==> config.mk <==
export PLATFORM = sky130hd
export DESIGN_NAME = tap_share_analyzer
export DESIGN_NICKNAME = d
export VERILOG_FILES = /design/src/rtl/tapgrp_pkg.sv /design/src/rtl/tapgrp_coef_bank.sv /design/src/rtl/tapgrp_matcher.sv /design/src/rtl/tap_share_analyzer.sv
export SDC_FILE = /design/constraint.sdc
export NUM_CORES = 1
export LEC_CHECK = 0
export ABC_AREA = 1
export BUFFER_PORTS_ARGS = -buffer_cell sky130_fd_sc_hd__buf_2
export CAP_MARGIN = 0
export CELL_PAD_IN_SITES_DETAIL_PLACEMENT = 1
export CELL_PAD_IN_SITES_GLOBAL_PLACEMENT = 1
export CORE_AREA = 2 2 460 279
export DETAILED_ROUTE_END_ITERATION = 10
export DIE_AREA = 0 0 462 281
export GPL_TIMING_DRIVEN = 0
export HOLD_SLACK_MARGIN = 0.1
export PLACE_DENSITY = 0.68
export SLEW_MARGIN = 10
export SYNTH_ARGS = -nofsm -noshare
export SYNTH_HDL_FRONTEND = slang
export SYNTH_SLANG_ARGS = --single-unit
==> constraint.sdc <==
create_clock -name clk -period 96.5 [get_ports clk]
set_input_delay 0 -clock clk [delete_from_list [all_inputs] [get_ports clk]]
set_output_delay 0 -clock clk [all_outputs]
set_load 0.1 [all_outputs]
==> src/rtl/tapgrp_pkg.sv <==
package tapgrp_pkg;

    localparam int TAP_COUNT  = 9;
    localparam int COEF_W     = 8;
    localparam int GIDX_W     = 4;
    localparam int POS_W      = $clog2(TAP_COUNT + 1);
    localparam int CNT_W      = $clog2(TAP_COUNT + 1);
    localparam int POOL_MULTS = 18;

    typedef logic [TAP_COUNT-1:0][GIDX_W-1:0] grp_map_t;
    typedef logic [TAP_COUNT-1:0][COEF_W-1:0] val_tbl_t;

    typedef struct packed {
        grp_map_t             map;
        val_tbl_t             tbl;
        logic [CNT_W-1:0]     cnt;
    } share_res_t;

    typedef enum logic {
        ST_IDLE = 1'b0,
        ST_SCAN = 1'b1
    } scan_state_e;

    function automatic int pixels_per_pass(input int uniq, input int pool);
        if (uniq <= 0) return 0;
        return pool / uniq;
    endfunction

endpackage

==> src/rtl/tapgrp_coef_bank.sv <==
module tapgrp_coef_bank #(
    parameter int N  = 9,
    parameter int W  = 8,
    parameter int IW = 4
) (
    input  logic                 clk,
    input  logic                 rst,
    input  logic                 lock,
    input  logic                 wr_en,
    input  logic [IW-1:0]        wr_idx,
    input  logic [W-1:0]         wr_val,
    input  logic [IW-1:0]        rd_idx,
    output logic [W-1:0]         rd_val
);

    logic [N-1:0][W-1:0] coef_q;

    generate
        for (genvar gi = 0; gi < N; gi++) begin : g_slot
            always_ff @(posedge clk) begin
                if (rst) begin
                    coef_q[gi] <= '0;
                end else if (wr_en && !lock && (wr_idx == IW'(gi))) begin
                    coef_q[gi] <= wr_val;
                end
            end
        end
    endgenerate

    always_comb begin
        rd_val = '0;
        for (int i = 0; i < N; i++) begin
            if (rd_idx == IW'(i)) rd_val = coef_q[i];
        end
    end


    locked_write_chk: assert property (@(posedge clk) disable iff (rst)
        (lock && wr_en) |=> $stable(coef_q));

endmodule

==> src/rtl/tapgrp_matcher.sv <==
module tapgrp_matcher #(
    parameter int N  = 9,
    parameter int W  = 8,
    parameter int IW = 4,
    parameter int CW = 4
) (
    input  logic [W-1:0]          probe,
    input  logic [N-1:0][W-1:0]   table_q,
    input  logic [CW-1:0]         fill,
    output logic                  hit,
    output logic [IW-1:0]         hit_idx
);

    logic [N-1:0] eq;

    generate
        for (genvar gi = 0; gi < N; gi++) begin : g_cmp
            assign eq[gi] = (CW'(gi) < fill) && (table_q[gi] == probe);
        end
    endgenerate

    always_comb begin
        hit     = |eq;
        hit_idx = '0;
        for (int i = N - 1; i >= 0; i--) begin
            if (eq[i]) hit_idx = IW'(i);
        end
    end

endmodule

==> src/rtl/tap_share_analyzer.sv <==
module tap_share_analyzer
    import tapgrp_pkg::*;
#(
    parameter  int MULT_POOL = POOL_MULTS,
    localparam int PAR_W     = $clog2(MULT_POOL + 1)
) (
    input  logic                          clk,
    input  logic                          rst,
    input  logic                          load_en,
    input  logic [POS_W-1:0]              load_idx,
    input  logic [COEF_W-1:0]             load_val,
    input  logic                          start,
    output logic [TAP_COUNT*GIDX_W-1:0]   group_map,
    output logic [CNT_W-1:0]              uniq_cnt,
    output logic [TAP_COUNT*COEF_W-1:0]   uniq_tbl,
    output logic [PAR_W-1:0]              par_factor,
    output logic                          done
);

    localparam logic [POS_W-1:0] LAST_POS = POS_W'(TAP_COUNT - 1);

    scan_state_e        state;
    logic [POS_W-1:0]   pos;
    share_res_t         work;
    share_res_t         nxt;
    share_res_t         pub;
    logic [COEF_W-1:0]  cur_coef;
    logic               m_hit;
    logic [GIDX_W-1:0]  m_idx;
    logic               busy;

    assign busy = (state == ST_SCAN);

    tapgrp_coef_bank #(
        .N  (TAP_COUNT),
        .W  (COEF_W),
        .IW (POS_W)
    ) u_bank (
        .clk    (clk),
        .rst    (rst),
        .lock   (busy),
        .wr_en  (load_en),
        .wr_idx (load_idx),
        .wr_val (load_val),
        .rd_idx (pos),
        .rd_val (cur_coef)
    );

    tapgrp_matcher #(
        .N  (TAP_COUNT),
        .W  (COEF_W),
        .IW (GIDX_W),
        .CW (CNT_W)
    ) u_match (
        .probe   (cur_coef),
        .table_q (work.tbl),
        .fill    (work.cnt),
        .hit     (m_hit),
        .hit_idx (m_idx)
    );

    always_comb begin
        nxt = work;
        if (m_hit) begin
            nxt.map[pos] = m_idx;
        end else begin
            nxt.tbl[work.cnt] = cur_coef;
            nxt.map[pos]      = GIDX_W'(work.cnt);
            nxt.cnt           = work.cnt + 1'b1;
        end
    end

    always_ff @(posedge clk) begin
        if (rst) begin
            state <= ST_IDLE;
            pos   <= '0;
            work  <= '0;
            pub   <= '0;
            done  <= 1'b0;
        end else begin
            case (state)
                ST_IDLE: begin
                    if (start) begin
                        state <= ST_SCAN;
                        pos   <= '0;
                        work  <= '0;
                        done  <= 1'b0;
                    end
                end
                ST_SCAN: begin
                    work <= nxt;
                    if (pos == LAST_POS) begin
                        pub   <= nxt;
                        done  <= 1'b1;
                        state <= ST_IDLE;
                    end else begin
                        pos <= pos + 1'b1;
                    end
                end
                default: state <= ST_IDLE;
            endcase
        end
    end

    assign group_map  = pub.map;
    assign uniq_tbl   = pub.tbl;
    assign uniq_cnt   = pub.cnt;
    assign par_factor = PAR_W'(pixels_per_pass(int'(pub.cnt), MULT_POOL));


    busy_not_done_chk: assert property (@(posedge clk) disable iff (rst)
        busy |-> !done);


    hold_while_busy_chk: assert property (@(posedge clk) disable iff (rst)
        (busy && $past(busy)) |-> $stable(pub));


    match_in_range_chk: assert property (@(posedge clk) disable iff (rst)
        (busy && m_hit) |-> (CNT_W'(m_idx) < work.cnt));


    count_range_chk: assert property (@(posedge clk) disable iff (rst)
        done |-> (uniq_cnt >= CNT_W'(1) && uniq_cnt <= CNT_W'(TAP_COUNT)));


    pool_bound_chk: assert property (@(posedge clk) disable iff (rst)
        done |-> (int'(par_factor) * int'(uniq_cnt) <= MULT_POOL));

endmodule

Yosys cells after proc, flatten, opt, wreduce, memory -nomap -nowiden --
Index checks and enable logic that the tools add are counted.
Cells by class: $add $sub $neg 2, equality and inequality tests 28, div/mod/pow operators 1, bitwise logic cells 1, shift operators 0, reduce and logical (&&, ||, !) cells 28, magnitude comparators 14, $mul 0, mux-type cells 40
Operators with widths (count):
- case mux 112 bit (2 select lines) | 1
- 2-to-1 mux 112 bit | 1
- 2-to-1 mux 8 bit | 10
- 2-to-1 mux 76 bit | 1
- bitwise mux 36 bit | 2
- bitwise mux 72 bit | 1
- == test 8 bit | 9
- 2-to-1 mux 4 bit | 12
- 2-to-1 mux 36 bit | 1
- demux 8 bit (select 4 bit) | 1
- divider 6 x 5 -> 32 bit, first input constant | 1
- == test 4 x 3 -> 1 bit, second input constant | 8
- logical AND 1 bit | 21
- demux 4 bit (select 4 bit) | 1
- == test 4 x 2 -> 1 bit, second input constant | 4
- < comparator 3 x 4 -> 1 bit, first input constant | 4
- < comparator 4 x 5 -> 1 bit, second input constant | 2
- OR reduction 9 bit | 1
- adder 4 x 1 -> 4 bit, second input constant | 2
- == test 4 x 1 -> 1 bit, second input constant | 2
- == test 4 bit, second input constant | 2
- >= comparator 4 x 1 -> 1 bit, second input constant | 2
- logical NOT 4 bit | 2
- < comparator 1 x 4 -> 1 bit, first input constant | 2
- 12 further kinds | 21
Word-level totals: output and inout port bits 118, logic and storage cells 164, bits in registers 302, bits in writable memories 0, bits in latches 0, memories 0, memory bits (read-only) 0, bits of input ports 16

Longest topological paths before layout --
Gate-level depths: netlist (run 1).
word-level depth 24, gate-level depth with buffers 348

Hierarchy --
A second synthesis (run 1) with hierarchy kept.
Second synthesis, totals: cells, all modules 6359, area, all modules 38184.1 um^2
Modules (own cells, without submodules):
- tap_share_analyzer | sequential area each 4524.3 um^2, times used 1, cells each 5648, area an instance 33570.9 um^2
- tapgrp_coef_bank | sequential area each 1441.4 um^2, times used 1, cells each 478, area an instance 3316.9 um^2
- tapgrp_matcher | sequential area each 0.0 um^2, times used 1, cells each 233, area an instance 1296.2 um^2

Worst setup path before layout (run 1) --
Ideal clock, no wire load.
kind register to output, start register pub (netlist bit uniq_cnt[0]), end output port par_factor[0], buffers on the path 41, data required time 96.500 ns, cell stages (with the launch flop) 332, slack 46.161 ns, data arrival time 50.339 ns, path through dfxtp_1 > inv_2 > buf_6 > clkbuf_8 > clkbuf_1 > clkbuf_1 > clkbuf_1 > ha_1 > buf_6 > nand2_2 > nor2_1 > ha_1 > xor2_1 > nand2_1 > inv_1 > ha_1 > nand2_1 > nand2_1 > (+296 left out) > a211o_2 > a21oi_1 > nand3_1 > nor2_2 > nand3_4 > nor2_4 > nand3_2 > inv_1 > o21ai_0 > ha_1 > nand2_1 > nor2_1 > nand2_1 > nand2_1 > nor2_1 > nand2_1 > nor2_1 > a21oi_1
On the way: cells in the longest elaborated chain, start to end 3, elaborated cells between the ends (all ways) 4, those cells by class div (1); order compare (1); mux (2)
Ends and longest elaborated chain:
- start, declared | line tap_share_analyzer.sv:26 | share_res_t pub;
- start signal, assigned | line tap_share_analyzer.sv:93 | pub <= nxt;
- branches (longest 2 deep; another with divider 6 x 5 -> 32 bit)
- 2-to-1 mux 5 bit * | line tapgrp_pkg.sv:26 | return pool / uniq;
- end, declared | line tap_share_analyzer.sv:16 | output logic [PAR_W-1:0] par_factor,
Every way passes the cells marked *.

Final worst setup path (run 1) --
Ends and elaborated chain as after synthesis.

==> impl_metrics.csv, run 1 <==
group,metric,value,unit
outcome,status,"finished clean",
clock_tree,cts.clk_slew.worst_paths,0.06,ns
global_route,grt_usage,0.234,
placement,dpl.cell_count,8046,
timing,rsz0062_at_grt,"no",
yosys,netlist.area_leader.share,0.161,
floorplan,die_y,281,um
yosys,synth_ff_type,"dfxtp_1",
global_route,antenna_found_initial,2,
timing,hold_slack,0.367,ns
yosys,synth.area.top_cells,"dfxtp_1 16%, nand2_1 15%, inv_1 7.0%",
clock_tree,cts_sinks,302,
global_route,grt_pass1_wl,242000,um
timing,setup_slack,32.43,ns
setup_path,worstPathArrival,64.07,ns
yosys,async_reset_ff_frac,0,
yosys,ys_ff_latch,302,
placement,portBuffers,125,
setup_path,cp_slowest_cell,"clkbuf_1",
clock_tree,postCtsSetupBuffers,0,
finish,antenna_cells,0,
setup_path,cp.required,96.50,ns
yosys,ys_seq_area_frac,0.161,
setup_path,crit_top_cell,"nand2_1",
timing,finalCriticalPeriod,64.07,ns
yosys,synth_xor_area_frac,0.0407,
clock_tree,cts_max_level,1,
clock_tree,cts-root-buf,"clkbuf_16",
clock_tree,clock_latency,0.60,ns
setup_path,critPathCaptureType,"output pin",
yosys,ys_warn_count,0,
power_and_ir_drop,power,0.296,mW
routing,vias,42400,
job,drv_cap,0,
setup_path,cp-startpoint,"uniq_cnt[0]",
timing,maxSlewHeadroom,0.141,
timing,fmax,15.6,MHz
clock_tree,clk_path_buf_depth,3,
finish,area_growth_syn_to_layout,11.2,%
power_and_ir_drop,powerDensity,7.11,nW/um2
yosys,yosysUniqueCellTypes,71,
routing,route.detailed.drc,0,
floorplan,die_area,130000,um2
routing,firstDrtPassIters,5,
clock_tree,cts_buffers,31,
setup_path,slowest_delay,0.86,ns
routing,wire_per_inst,19.2,um
timing,hold_viol_final,0,
timing,timing.final.crit_share,0.664,
floorplan,core,126000,um2
yosys,synth_edf_count,0,
routing,viasPerCell,5.23,
power_and_ir_drop,total_leakage_power,22.4,nW
global_route,first_global_vias,41100,
floorplan,ios,134,
setup_path,crit_fanout,13,
finish,drive_above_1_share,0.182,
placement,dp_slack,33.98,ns
yosys,synth_fp_nets,6334,
yosys,synth.area.mux_share,0,
timing,finalSetupTns,0,ns
finish,layout.cells.non_filler,8124,
finish,nets,6515,
yosys,synth_top_family_by_area,"simple AND/OR/NAND/NOR gates",
placement,place.gp.congestion,0.926,
yosys,synth-adder-area-share,0.0331,
routing,drt_wl_total,156000,um
global_route,globalRouteOverflowTotal,0,
setup_path,path_class,"reg -> out",
placement,hpwlAfterDp,129000,um
yosys,yosys.area.top_type,"dfxtp_1",
clock_tree,cts_tree,"yes",
worst_hold_path,min-delay-start,"start",
yosys,synth_cells,6219,
timing,finalSetupViolations,0,
setup_path,rr_startpoint,"pos[0]",
power_and_ir_drop,ir_worst_vdd,0.0000146,V
setup_path,rrSetupSlack,87.74,ns
setup_path,start_kind,"flop",
timing,worst_pin_slew,1.29,ns
worst_hold_path,hold_path_class,"in -> reg",
floorplan,fp.dieW,462,um
yosys,synth_area,37500,um2
floorplan,num_rows,101,
yosys,synth-compound-area-share,0.141,
yosys,avgSynthCellArea,6.02,um2
floorplan,initial_core_util,0.298,
routing,drtIter0Drc,3389,
yosys,yosys.area_share.simple,0.500,
timing,slew_viol_final,0,
timing,fin_skew,0.0161,ns
global_route,grt_max_degree,30,
routing,ant_nets,0,
==> sequential cells by signal (all words and copies together) (netlist names) <==
signal	flops
work	112
uniq_cnt	4
uniq_tbl	72
group_map	36
pos	4
busy	1
done	1
u_bank.coef_q	72
==> layout make-up <==
cell class                 instances  area (um2)
buffer                           204        1360
clock inverter                    13         229
tap                             1699        2130
fill                           16700       84100
timing repair buffer             148         886
clock buffer                      45         928
inverter                         838        3250
multi-input combinational       4875       26800
sequential                       302        6050
==> worst max-delay path, delay by kind of cell (launching register included) <==
family          cells  cell delay [ns]
simple gates      168            27.56
buf+inv            79            13.01
compound gates     52            12.01
fa+ha+maj          31             9.95
flops               1             0.48
xor+xnor            1             0.14
==> cell families after synthesis <==
logic type / after synthesis
AOI/OAI and AO/OA: 939
xor gates and xnor gates: 174
adders and majority gates: 99
buffers and inverters: 1042
DFF: 302
and+or+nand+nor: 3663
==> routing by layer <==
| layer | wire length [um] | share of wire | track usage | up-vias |
|---|---|---|---|---|
| met1 | 83400 | 0.53 | 0.378 | 20600 |
| li1 | - | - | - | 20600 |
| met2 | 59900 | 0.38 | 0.322 | 1139 |
| met5 | 0 | 0 | 0 | - |
| met3 | 11000 | 0.071 | 0.0364 | 84 |
| met4 | 1810 | 0.012 | 0.0268 | 0 |
==> Yosys cell counts, drive strengths merged (30+ instances only) <==
cell,count
nand3b,34
or2,86
o22ai,31
nor3,30
clkinv,64
nor2,818
nand2,1798
o21ai,427
inv,770
xor2,132
nand4,208
clkbuf,137
dfxtp,302
buf,67
nand3,676
xnor2,42
a21oi,370
ha,99
==> repair_timing <==
action	in CTS	in global routing
hold endpoints to repair	81	0
endpoints found under the setup margin	0	0
gates resized for setup	0	0
hold buffers	20	0
==> placed cells by master (no fill, tap or decap), types with 25 or more instances in the layout <==
| cell | n |
|---|---|
| nand3_2 | 133 |
| nand3b_1 | 33 |
| nand4_1 | 198 |
| o211ai_1 | 25 |
| clkinv_1 | 49 |
| o22ai_1 | 31 |
| nor2_2 | 117 |
| nand3_1 | 516 |
| xnor2_1 | 42 |
| nand2_1 | 1485 |
| nand2_2 | 230 |
| ha_1 | 99 |
| clkbuf_16 | 31 |
| dfxtp_1 | 302 |
| nor3_1 | 25 |
| nand2_4 | 83 |
| a21oi_1 | 360 |
| o21ai_0 | 329 |
| xor2_1 | 132 |
| or2_2 | 75 |
| o21ai_2 | 39 |
| buf_2 | 128 |
| inv_2 | 70 |
| nand3_4 | 27 |
| clkbuf_1 | 133 |
| o21ai_1 | 52 |
| buf_6 | 35 |
| inv_1 | 692 |
| nor2_1 | 624 |
| nor2_4 | 73 |
==> path summary, 6_finish.rpt <==
check                           cells after the start                 to
worst min-delay path                                5               done
worst min register to register                      2  u_bank.coef_q[27]
worst max-delay path                              331      par_factor[0]
worst max register to register                     25           work[51]
==> per-stage QoR <==
stage                util  area [um2]
finish              0.331       41700
global route        0.331       41700
CTS                 0.331       41600
detailed placement  0.320       40300
global placement    0.320       40200
floorplan               -       37500
==> power by group <==
part | switching (mW) | total (mW) | internal [mW]
clock network | 0.0558 | 0.139 | 0.0827
registers | 0.000889 | 0.127 | 0.126
logic | 0.0237 | 0.0309 | 0.00719
total | 0.0804 | 0.296 | 0.216
Note: power is estimated with default switching activity, not from simulation.
==> run 2: changes to the inputs <==
--- a/config.mk
+++ b/config.mk
@@ -15,7 +15,7 @@
 export DIE_AREA = 0 0 462 281
 export GPL_TIMING_DRIVEN = 0
 export HOLD_SLACK_MARGIN = 0.1
-export PLACE_DENSITY = 0.68
+export PLACE_DENSITY = 0.7
 export SLEW_MARGIN = 10
 export SYNTH_ARGS = -nofsm -noshare
 export SYNTH_HDL_FRONTEND = slang
==> constraint.sdc (replaced) <==
create_clock -name clk -period 56 [get_ports clk]
set_input_delay 0 -clock clk [delete_from_list [all_inputs] [get_ports clk]]
set_output_delay 0 -clock clk [all_outputs]
set_load 0.1 [all_outputs]
==> impl_metrics.csv, run 2 (synthesis results as in run 1) <==
group,metric,value,unit
power_and_ir_drop,ir_worst_vdd,0.0000206,V
setup_path,crit_top_cell,"nand2_1",
setup_path,worst-path-buf-inv,77,
setup_path,start_kind,"flop",
routing,drtIter0Drc,3177,
outcome,status,"finished clean",
power_and_ir_drop,total_leakage_power,22.7,nW
setup_path,cp.required,56.00,ns
finish,final_cell_mix,"1,482 x nand2_1, 687 x inv_1, 612 x nor2_1",
routing,ant_nets,0,
setup_path,rr_startpoint,"pos[1]",
timing,worst_pin_slew,1.34,ns
setup_path,cp-startpoint,"uniq_cnt[0]",
power_and_ir_drop,swShare,0.273,
finish,drive_above_1_share,0.199,
global_route,grt_pass1_wl,235000,um
placement,dpl.cell_count,8045,
floorplan,die_area,130000,um2
timing,timing.final.crit_share,0.944,
clock_tree,cts-root-buf,"clkbuf_16",
floorplan,initial_core_util,0.298,
setup_path,worstPathArrival,52.87,ns
global_route,busiest_layer,"met1",
finish,nFillCells,16800,
global_route,grt_usage,0.223,
clock_tree,cts_tree,"yes",
timing,hold_viol_final,0,
placement,portBuffers,125,
power_and_ir_drop,p_sw,0.136,mW
global_route,grtUsageMet1,0.354,
timing,finalSetupViolations,0,
floorplan,die_y,281,um
timing,fmax,18.9,MHz
timing,maxSlewHeadroom,0.103,
power_and_ir_drop,power,0.497,mW
routing,firstDrtPassIters,6,
power_and_ir_drop,p_clk_frac,0.456,
routing,viasPerCell,5.17,
worst_hold_path,min-delay-start,"load_en",
finish,area_growth_syn_to_layout,13.3,%
clock_tree,clk_path_buf_depth,3,
routing,route.detailed.drc,0,
setup_path,slowest_delay,0.41,ns
global_route,antenna_found_initial,2,
finish,mostFrequentLayoutCell,"nand2_1",
routing,vias,42300,
job,drv_cap,0,
global_route,grt_max_degree,32,
timing,slew_viol_final,0,
clock_tree,cts_sinks,302,
timing,finalCriticalPeriod,52.87,ns
placement,hpwlAfterDp,123000,um
setup_path,cp_slowest_cell,"a211o_2",
finish,largest_reg_flops,112,
floorplan,num_rows,101,
finish,regMostFlops,"work",
clock_tree,cts_max_level,1,
global_route,use_met2,0.326,
power_and_ir_drop,power_frac_comb,0.104,
clock_tree,clock_latency,0.59,ns
setup_path,path_class,"reg -> out",
clock_tree,cts_buffers,31,
finish,nets,6583,
setup_path,crit_fanout,13,
timing,fin_skew,0.0238,ns
global_route,met3_usage,0.0219,
routing,drt_wl_total,150000,um
floorplan,fp.dieW,462,um
worst_hold_path,hold_path_class,"in -> reg",
finish,antenna_cells,0,
floorplan,ios,134,
clock_tree,cts.clk_slew.worst_paths,0.07,ns
placement,place.gp.congestion,0.909,
power_and_ir_drop,powerDensity,11.7,nW/um2
global_route,globalRouteOverflowTotal,0,
power_and_ir_drop,internal-power,0.361,mW
finish,layout.cells.non_filler,8192,
global_route,first_global_vias,41400,
floorplan,core,126000,um2
power_and_ir_drop,p_seq_frac,0.439,
setup_path,critPathCaptureType,"output pin",
setup_path,crit_family,"simple AND/OR/NAND/NOR gates",
routing,wire_per_inst,18.3,um
==> run 2: timing repair <==
action,in CTS,in global routing
endpoints found under the setup margin,3,3
buffers inserted,16,58
endpoints found under the hold margin,81,0
hold buffers,16,0
gates resized for setup,48,53
pin swaps,14,37
==> run 2: power by group through the flow <==
| stage | Clock (mW) | Sequential [mW] | Combinational, mW |
|---|---|---|---|
| 5_1_grt | 0.238 | 0.218 | 0.0557 |
| 3_5_place_dp | 0 | 0.223 | 0.0491 |
| 2_1_floorplan | 0 | 0.223 | 0.0295 |
| 4_1_cts | 0.229 | 0.218 | 0.0502 |
| 3_3_place_gp | 0 | 0.223 | 0.0478 |
| 6_report | 0.227 | 0.218 | 0.0518 |
==> run 2: final cells by class <==
| cell class | count | area (um2) | share of cell area |
|---|---|---|---|
| clock inverters | 15 | 216 | 0.00510 |
| well taps | 1699 | 2130 | 0.0501 |
| repair buffers | 217 | 1400 | 0.0330 |
| clock buffers | 43 | 871 | 0.0205 |
| multi-input cells | 4875 | 27200 | 0.640 |
| flip-flops and latches | 302 | 6050 | 0.142 |
| plain buffers | 203 | 1380 | 0.0325 |
| inverters | 838 | 3260 | 0.0768 |
==> run 2: tightest hold or removal path, stage by stage <==
cell	delay, ns
buf_2	0.10
nand2_1	0.08
nor4_1	0.08
inv_1	0.20
o21ai_0	0.11
a21oi_1	0.11
==> run 2: metal layers <==
layer / vias to the layer above / part of all wire
li1: 20700 / -
met1: 20500 / 0.53
met2: 970 / 0.41
met3: 103 / 0.055
met4: 2 / 0.011
met5: - / 0.000087
==> run 2: path summary, 6_finish.rpt <==
| path | end | slack, ns | cells after the start |
|---|---|---|---|
| min | u_bank.coef_q[71] | 0.13 | 6 |
| max reg2reg | work[51] | 47.57 | 26 |
| min reg2reg | u_bank.coef_q[28] | 0.45 | 2 |
| max | par_factor[0] | 3.13 | 332 |
==> run 2: stage by stage <==
| stage | setup TNS, ns | util | area (um2) | worst slack [ns] | hold WS [ns] |
|---|---|---|---|---|---|
| 5_1_grt | -0.303 | 0.338 | 42500 | -0.303 | 0.180 |
| 6_report | 0 | 0.338 | 42500 | 3.13 | 0.126 |
| 3_3_place_gp | -8.01 | 0.320 | 40200 | -4.24 | 0.397 |
| 2_1_floorplan | 0 | - | 37500 | 5.66 | 0.200 |
| 4_1_cts | 0 | 0.333 | 41800 | 0.0400 | 0.113 |
| 3_5_place_dp | -11.82 | 0.320 | 40300 | -5.48 | 0.397 |
